`config.mk`:
```
export PLATFORM = sky130hd
export DESIGN_NAME = codec_pm_ctrl
export DESIGN_NICKNAME = d
export VERILOG_FILES = /design/src/rtl/codec_pm_pkg.sv /design/src/rtl/codec_sync.sv /design/src/rtl/codec_pin_activity.sv /design/src/rtl/codec_rate_sel.sv /design/src/rtl/codec_pwr_fsm.sv /design/src/rtl/codec_pm_ctrl.sv
export SDC_FILE = /design/constraint.sdc
export NUM_CORES = 1
export LEC_CHECK = 0
export ABC_AREA = 1
export BUFFER_PORTS_ARGS = -buffer_cell sky130_fd_sc_hd__buf_2
export CORE_AREA = 3 3 63 95
export CTS_CLUSTER_DIAMETER = 100
export DETAILED_ROUTE_END_ITERATION = 8
export DIE_AREA = 0 0 66 98
export MAX_ROUTING_LAYER = met4
export PLACE_DENSITY_LB_ADDON = 0.1
export SYNTH_ARGS = -nofsm -noshare
export SYNTH_HDL_FRONTEND = slang
export SYNTH_SLANG_ARGS = --single-unit
```
`constraint.sdc`:
```
create_clock -name clk -period 2 [get_ports clk]
set_input_delay 0 -clock clk [delete_from_list [all_inputs] [get_ports clk]]
set_output_delay 0 -clock clk [all_outputs]
set_load 0.02 [all_outputs]
```
`src/rtl/codec_pm_pkg.sv`:
```
// Shared types for the codec power and clock-mode controller.
package codec_pm_pkg;

    // Frame divider selection driven to the frame timing generator.
    typedef enum logic [1:0] {
        DIV_256 = 2'd0,
        DIV_192 = 2'd1,
        DIV_193 = 2'd2
    } div_sel_e;

    // Power sequencing states; UP0/UP1 count transmit syncs since wake.
    typedef enum logic [1:0] {
        PWR_DOWN = 2'd0,
        PWR_UP0  = 2'd1,
        PWR_UP1  = 2'd2,
        PWR_LIVE = 2'd3
    } pwr_state_e;

endpackage

```
`src/rtl/codec_sync.sv`:
```
// Multi-bit input synchronizer.
// Assumes: each bit is an independent asynchronous level; no bus coherence.
module codec_sync #(
    parameter int W      = 1,
    parameter int STAGES = 2
) (
    input  logic         clk,
    input  logic         rst_n,
    input  logic [W-1:0] din,
    output logic [W-1:0] lvl
);
    generate
        for (genvar i = 0; i < W; i++) begin : g_bit
            logic [STAGES-1:0] sh;
            // Shift the asynchronous input through the flop chain.
            always_ff @(posedge clk or negedge rst_n) begin
                if (!rst_n) sh <= '0;
                else        sh <= {sh[STAGES-2:0], din[i]};
            end
            assign lvl[i] = sh[STAGES-1];
        end
    endgenerate
endmodule

```
`src/rtl/codec_pin_activity.sv`:
```
// Classifies a dual-use pin as toggling, static or unknown.
// Assumes: WIN_CLKS system clocks span one expected clock period on the pin;
// static needs STATIC_WINS edge-free windows, toggling needs two edges.
module codec_pin_activity #(
    parameter int WIN_CLKS    = 4,
    parameter int STATIC_WINS = 16
) (
    input  logic clk,
    input  logic rst_n,
    input  logic pin,
    output logic is_static,
    output logic is_toggling,
    output logic level
);
    localparam int WW = (WIN_CLKS > 1) ? $clog2(WIN_CLKS) : 1;
    localparam int IW = $clog2(STATIC_WINS + 1);

    logic          s_lvl;
    logic          prev;
    logic          edge_seen;
    logic [WW-1:0] win_cnt;
    logic [IW-1:0] idle_wins;
    logic          one_edge;

    codec_sync #(.W(1), .STAGES(2)) u_sync (
        .clk   (clk),
        .rst_n (rst_n),
        .din   (pin),
        .lvl   (s_lvl)
    );

    // Remember the last synchronized level for edge detection.
    always_ff @(posedge clk or negedge rst_n) begin
        if (!rst_n) prev <= 1'b0;
        else        prev <= s_lvl;
    end

    assign edge_seen = s_lvl ^ prev;
    assign level     = s_lvl;

    // Count edge-free windows and edges; settle the classification.
    always_ff @(posedge clk or negedge rst_n) begin
        if (!rst_n) begin
            win_cnt     <= '0;
            idle_wins   <= '0;
            one_edge    <= 1'b0;
            is_static   <= 1'b0;
            is_toggling <= 1'b0;
        end else if (edge_seen) begin
            win_cnt   <= '0;
            idle_wins <= '0;
            is_static <= 1'b0;
            if (one_edge) is_toggling <= 1'b1;
            one_edge  <= 1'b1;
        end else if (win_cnt == WW'(WIN_CLKS - 1)) begin
            win_cnt <= '0;
            if (idle_wins == IW'(STATIC_WINS - 1)) begin
                is_static   <= 1'b1;
                is_toggling <= 1'b0;
                one_edge    <= 1'b0;
            end else begin
                idle_wins <= idle_wins + 1'b1;
            end
        end else begin
            win_cnt <= win_cnt + 1'b1;
        end
    end
endmodule

```
`src/rtl/codec_rate_sel.sv`:
```
// Chooses the frame divider from the rate pin and a per-frame count of
// transmit master-clock edges.
// Assumes: mclk_rise and frame_rise come through equal synchronizer depth.
module codec_rate_sel
    import codec_pm_pkg::*;
#(
    parameter bit LAW_A       = 1'b0,
    parameter int FRAME_MCLKS = 192
) (
    input  logic     clk,
    input  logic     rst_n,
    input  logic     mclk_rise,
    input  logic     frame_rise,
    input  logic     sel_static,
    input  logic     sel_toggling,
    input  logic     sel_level,
    output div_sel_e div_sel,
    output logic     rx_bclk_sep
);
    localparam int  CW      = $clog2(2 * FRAME_MCLKS + 2);
    localparam int  CMAX    = (1 << CW) - 1;
    localparam int  LONG_FR = FRAME_MCLKS + 1;
    localparam logic FAM_CLOCKED = !LAW_A;

    logic [CW-1:0] mclk_cnt;
    logic          long_frame;
    logic          fam_15;

    // Count master-clock edges per frame; judge the frame at each sync.
    always_ff @(posedge clk or negedge rst_n) begin
        if (!rst_n) begin
            mclk_cnt   <= '0;
            long_frame <= 1'b0;
        end else if (frame_rise) begin
            long_frame <= (mclk_cnt == CW'(LONG_FR));
            mclk_cnt   <= CW'(mclk_rise);
        end else if (mclk_rise && mclk_cnt != CW'(CMAX)) begin
            mclk_cnt <= mclk_cnt + 1'b1;
        end
    end

    // Pick the clock family from the static level or the clocked default.
    always_comb begin
        if (sel_static) fam_15 = sel_level ^ !LAW_A;
        else            fam_15 = FAM_CLOCKED;
    end

    // Map family and measured frame length to the divider select.
    always_comb begin
        if (!fam_15)         div_sel = DIV_256;
        else if (long_frame) div_sel = DIV_193;
        else                 div_sel = DIV_192;
    end

    assign rx_bclk_sep = sel_toggling;
endmodule

```
`src/rtl/codec_pwr_fsm.sv`:
```
// Power sequencing: wake on a frame sync, sleep on force or sync silence,
// and open the transmit output on the second transmit sync after wake.
// Assumes: rise inputs are one-cycle pulses in the system clock domain.
module codec_pwr_fsm
    import codec_pm_pkg::*;
#(
    parameter int TIMEOUT_CLKS = 100000
) (
    input  logic clk,
    input  logic rst_n,
    input  logic tx_rise,
    input  logic rx_rise,
    input  logic wake_ok,
    input  logic force_pd,
    output logic powered_up,
    output logic tx_out_en,
    output logic timeout_hit
);
    localparam int TW = $clog2(TIMEOUT_CLKS + 1);

    pwr_state_e    state;
    logic [TW-1:0] idle_cnt;
    logic          any_rise;

    assign any_rise    = tx_rise | rx_rise;
    assign timeout_hit = (state != PWR_DOWN) && !any_rise
                         && (idle_cnt == TW'(TIMEOUT_CLKS - 1));

    // Sync-silence counter, restarted by any frame sync edge.
    always_ff @(posedge clk or negedge rst_n) begin
        if (!rst_n)                                  idle_cnt <= '0;
        else if (any_rise || state == PWR_DOWN)      idle_cnt <= '0;
        else if (idle_cnt != TW'(TIMEOUT_CLKS - 1))  idle_cnt <= idle_cnt + 1'b1;
    end

    // Power state transitions.
    always_ff @(posedge clk or negedge rst_n) begin
        if (!rst_n) begin
            state <= PWR_DOWN;
        end else if (force_pd || timeout_hit) begin
            state <= PWR_DOWN;
        end else begin
            case (state)
                PWR_DOWN: if (wake_ok && any_rise) state <= tx_rise ? PWR_UP1 : PWR_UP0;
                PWR_UP0:  if (tx_rise) state <= PWR_UP1;
                PWR_UP1:  if (tx_rise) state <= PWR_LIVE;
                default:  state <= state;
            endcase
        end
    end

    assign powered_up = (state != PWR_DOWN);
    assign tx_out_en  = (state == PWR_LIVE);
endmodule

```
`src/rtl/codec_pm_ctrl.sv`:
```
// Top of the codec power and clock-mode controller.
// Assumes: all pins are asynchronous to clk and slower than clk/2.
module codec_pm_ctrl
    import codec_pm_pkg::*;
#(
    parameter bit LAW_A        = 1'b0,
    parameter int WIN_CLKS     = 4,
    parameter int STATIC_WINS  = 16,
    parameter int TIMEOUT_CLKS = 100000,
    parameter int FRAME_MCLKS  = 192
) (
    input  logic       clk,
    input  logic       rst_n,
    input  logic       tx_mclk,
    input  logic       rx_mclk_pd,
    input  logic       rx_bclk_sel,
    input  logic       tx_fsync,
    input  logic       rx_fsync,
    output logic       powered_up,
    output logic       tx_out_en,
    output logic       mclk_sel_rx,
    output logic       rx_bclk_sep,
    output logic [1:0] div_sel
);
    localparam int NS = 3;

    logic [NS-1:0] s_lvl, s_prev, s_rise;
    logic pd_static, pd_toggling, pd_level;
    logic rs_static, rs_toggling, rs_level;
    logic force_pd, wake_ok, timeout_hit;
    logic tx_fs_rise, rx_fs_rise, mclk_rise;
    div_sel_e div_e;

    codec_sync #(.W(NS), .STAGES(2)) u_sync (
        .clk   (clk),
        .rst_n (rst_n),
        .din   ({tx_mclk, rx_fsync, tx_fsync}),
        .lvl   (s_lvl)
    );

    // Previous synchronized levels for rising-edge pulses.
    always_ff @(posedge clk or negedge rst_n) begin
        if (!rst_n) s_prev <= '0;
        else        s_prev <= s_lvl;
    end

    assign s_rise     = s_lvl & ~s_prev;
    assign tx_fs_rise = s_rise[0];
    assign rx_fs_rise = s_rise[1];
    assign mclk_rise  = s_rise[2];

    codec_pin_activity #(.WIN_CLKS(WIN_CLKS), .STATIC_WINS(STATIC_WINS)) u_pd_act (
        .clk         (clk),
        .rst_n       (rst_n),
        .pin         (rx_mclk_pd),
        .is_static   (pd_static),
        .is_toggling (pd_toggling),
        .level       (pd_level)
    );

    codec_pin_activity #(.WIN_CLKS(WIN_CLKS), .STATIC_WINS(STATIC_WINS)) u_rs_act (
        .clk         (clk),
        .rst_n       (rst_n),
        .pin         (rx_bclk_sel),
        .is_static   (rs_static),
        .is_toggling (rs_toggling),
        .level       (rs_level)
    );

    assign force_pd    = pd_static & pd_level;
    assign wake_ok     = pd_toggling | (pd_static & ~pd_level);
    assign mclk_sel_rx = pd_toggling;

    codec_pwr_fsm #(.TIMEOUT_CLKS(TIMEOUT_CLKS)) u_fsm (
        .clk         (clk),
        .rst_n       (rst_n),
        .tx_rise     (tx_fs_rise),
        .rx_rise     (rx_fs_rise),
        .wake_ok     (wake_ok),
        .force_pd    (force_pd),
        .powered_up  (powered_up),
        .tx_out_en   (tx_out_en),
        .timeout_hit (timeout_hit)
    );

    codec_rate_sel #(.LAW_A(LAW_A), .FRAME_MCLKS(FRAME_MCLKS)) u_rate (
        .clk          (clk),
        .rst_n        (rst_n),
        .mclk_rise    (mclk_rise),
        .frame_rise   (tx_fs_rise),
        .sel_static   (rs_static),
        .sel_toggling (rs_toggling),
        .sel_level    (rs_level),
        .div_sel      (div_e),
        .rx_bclk_sep  (rx_bclk_sep)
    );

    assign div_sel = div_e;
endmodule

```
==> parameters.txt <==
Parameter                              Value

Final layout
  Share of post-route cells with drive strength above 1 ... approximately 15%
  Area taken by multi-input logic gates ... ~1300 um^2
  Antenna Cells ... 0
  Most frequent standard cell in the layout excluding fill and tap cells ... sky130_fd_sc_hd__nand2_1
  Final standard cell area without fillers ... 3620 um^2
  Filler Cell Count ... 413
  Leading cell types in the layout, fill and taps excluded ... 77 x sky130_fd_sc_hd__nand2_1, 63 x sky130_fd_sc_hd__dfrtp_1, 54 x sky130_fd_sc_hd__inv_1
  Area added between synthesis and finish ... 14.5%
  Share of the core filled with cells in the final layout ... 70.0%
  Register Area ... roughly 1600 um^2
  Final net count ... 424

Power and ir drop
  Worst IR Drop VDD ... a little over 0.0007 V
  Total power consumption of the routed design ... approximately 3.2 mW
  Power per cell area ... between 800 and 900 nW/um^2
  Leakage ... around 1.7 nW

Synthesis
  Cell count after synthesis ... about 370
  Share of flip-flops with an asynchronous set or reset ... 100%
  Largest cells by area after synthesis ... sky130_fd_sc_hd__dfrtp_1 51%, sky130_fd_sc_hd__nand2_1 9.2%, sky130_fd_sc_hd__inv_1 6.4%
  Count of cell types in the netlist ... 33
  Synth Flop Type ... sky130_fd_sc_hd__dfrtp_1
  Portion of synthesized cell area occupied by the leading cell type ... roughly half
  Flop and latch count out of synthesis ... 64
  Summed instance area of the synthesized netlist ... around 3200 um^2
  Mean area per synthesized cell ... roughly 8.5 um^2
  Number of enable flip-flop cells after synthesis ... 0
  Area leader, netlist ... sky130_fd_sc_hd__dfrtp_1
  Post-synthesis sequential area ratio ... 50.7%
  Synth Warn # ... 0
  Syn_nets ... just under 400

Drt
  Wire per inst ... between 10 and 15 um
  Final routed DRC violation total ... 0
  Detail-routed via count per cell ... 5.21
  Routed wire length ... a little over 6000 um
  DR WL met2 ... approximately 3300 um
  Top layer used by detailed routing ... met4
  Violation count after the first detailed-routing iteration ... around 150
  Routed length on met3 ... around 160 um
  Post-detailed-route count of antenna-violating nets ... 0
  Post-route met1 wirelength ... approximately 2500 um
  Vias ... 2481
  Drt pass-1 iters ... 4

Global route
  Vias in the first global route ... roughly 2500
  GRT Util Overall ... between 20% and 30%
  Global-route wire length before repair ... about 11000 um
  Total gr overflow ... 0
  Pin count of the biggest net entering global routing ... 42
  Initial antenna violation count ... 0

Placed design
  Total of buffers placed on input and output ports ... 12
  Post-placement worst setup slack ... approximately 0.09 ns
  Post-Place Cell Area ... between 3000 and 4000 um^2
  Routability-driven placement congestion ratio ... ~0.91
  DP Wirelength ... 4330 um

Timing
  Maximum frequency from static timing analysis ... around 540 MHz
  Worst Clk Skew ... ~0.0069 ns
  Worst hold-check slack ... 0.192 ns
  Post-route clock period utilization ... between 90% and 100%
  Slew Viols, Final ... 0
  Hold Violations, Final ... 0
  Final setup vio count ... 0
  Rel. slew slack ... 61.5%
  Worst setup slack after layout ... 0.141 ns
  Min Clock Period, post-route ... approximately 1.9 ns
  Actual transition at the worst max-transition pin ... 0.577 ns

Floorplan
  Floorplan core area ... ~5200 um^2
  Die W ... about 66 um
  IO Pins ... 13
  Initial core utilization ... roughly three fifths
  Die area ... approximately 6500 um^2
  Number of core rows ... 32
  Die Span Y ... a little under 100 um

Setup path
  Depth of the worst register-to-register path ... 12
  Endpoint class of the critical path ... flip-flop
  Ordered cell list for the critical path ... ha_2 > nand3_1 > nor2_1 > inv_1 > nor3_2 > ha_2 > nand3b_1 > nor3_2 > nand2_1 > nand2_1 > nand2_1 > nor2_1
  Category of the most critical setup path ... flip-flop to flip-flop
  Data arrival time at the worst-slack endpoint ... 2.13 ns
  Critical register-to-register path startpoint ... u_rate.mclk_cnt[0]
  Delay contributed by the slowest stage of the critical path ... ~0.42 ns
  Required @ worst endpoint ... ~2.3 ns
  Crit-path slowest cell ... sky130_fd_sc_hd__dfrtp_2
  Startpoint type of the worst setup path ... flip-flop
  Capture point of the worst reg-to-reg path ... u_rate.mclk_cnt[5]
  Most common cell on crit path ... sky130_fd_sc_hd__nand2_1
  Worst setup slack for register-to-register paths ... approximately 0.14 ns
  Critical-path maximum fanout ... 3

CTS
  TritonCTS clock tree ... yes
  Clock slew seen by the registers of the worst setup and hold paths ... 0.07 ns
  Number of buffers created by CTS ... 9
  Clock root buffer ... sky130_fd_sc_hd__clkbuf_8
  Clk sink count ... 64
  Bufs on Longest Clock Path ... 2
  Deepest level of the CTS H-tree ... 3
  Insertion delay to the later sink of the worst-skew pair ... ~0.33 ns

Hold path
  Tightest Hold Check Type ... input pin to async pin

Run
  Number of violations of the max-capacitance limit ... 0

Status
  Status ... complete, no violations
-- Yosys cell counts (all sizes together), types with 3 or more instances --
cell	instances
nand3	29
dfrtp	64
nand4	4
nand2	83
a21oi	21
nor3	16
o21ai	10
ha	14
xor2	3
nor2	51
inv	57
-- how the worst max path moves through the flow --
| stage | startpoint | end | slack, ns | depth (start not counted) |
|---|---|---|---|---|
| after global routing | u_rate.mclk_cnt[0] | u_rate.mclk_cnt[5] | -0.01 | 12 |
| final | u_rate.mclk_cnt[0] | u_rate.mclk_cnt[5] | 0.14 | 12 |
| after CTS | u_rate.mclk_cnt[0] | u_rate.mclk_cnt[5] | 0.07 | 12 |
| after floorplan | u_rate.mclk_cnt[0] | u_rate.mclk_cnt[5] | 0.27 | 11 |
| after detailed placement | u_rate.mclk_cnt[0] | u_rate.mclk_cnt[5] | 0.09 | 11 |
| after global placement | u_rate.mclk_cnt[0] | u_rate.mclk_cnt[5] | 0.16 | 11 |
-- logic make-up after synthesis --
logic type / share of synthesized area (%)
AOI/OAI and AO/OA: 7.80
xor gates and xnor gates: 1.39
adders and majority gates: 5.55
buffers and inverters: 7.09
DFF: 50.7
and+or+nand+nor: 27.5
-- sequential cells by signal, summed over array words and instances (netlist names), 2 cells and up --
name and cells:
u_fsm.state 2, u_rate.mclk_cnt 9, u_fsm.idle_cnt 17, u_pd_act.win_cnt 2, u_sync.g_bit.sh 6, u_pd_act.u_sync.g_bit.sh 2, u_pd_act.idle_wins 5, u_rs_act.win_cnt 2
u_rs_act.idle_wins 5, u_rs_act.u_sync.g_bit.sh 2, s_prev 3
-- metal layers --
layer  up-vias  GRT usage (%)
met3        12           4.83
met4         0           8.45
met1      1167           24.1
met2        44           37.9
li1       1258              -
met5         -              -
-- through the flow --
stage | cells | setup TNS [ns]
2_1_floorplan | 371 | 0
3_3_place_gp | 451 | 0
3_5_place_dp | 451 | 0
4_1_cts | 473 | 0
5_1_grt | 476 | -0.00999
6_report | 476 | 0
-- power by group --
part           internal, mW  switching (mW)
Clock                 0.608           0.489
Combinational         0.224           0.383
Sequential             1.39          0.0868
Total                  2.22           0.958
-- cell type report --
| class | count | share of cell area [%] |
|---|---|---|
| clock inverters | 5 | 1.56 |
| repair buffers | 23 | 4.70 |
| inverters | 57 | 5.91 |
| clock buffers | 11 | 3.91 |
| flip-flops and latches | 64 | 44.3 |
| well taps | 68 | 2.35 |
| multi-input cells | 248 | 37.3 |
-- critical path, delay by kind of cell, from the launching register on --
family	cells	cell delay, ns
AND/OR/NAND/NOR	9	0.91
adder cells (fa/ha/maj)	2	0.39
flip-flops	1	0.42
buffers and inverters	1	0.09
-- what timing repair did --
item,CTS,global route
endpoints found under the setup margin,0,6
hold endpoints to repair,28,0
hold buffers,6,0
buffers inserted,0,3
resized for setup,0,5
Power figures use the tool's default switching activity.
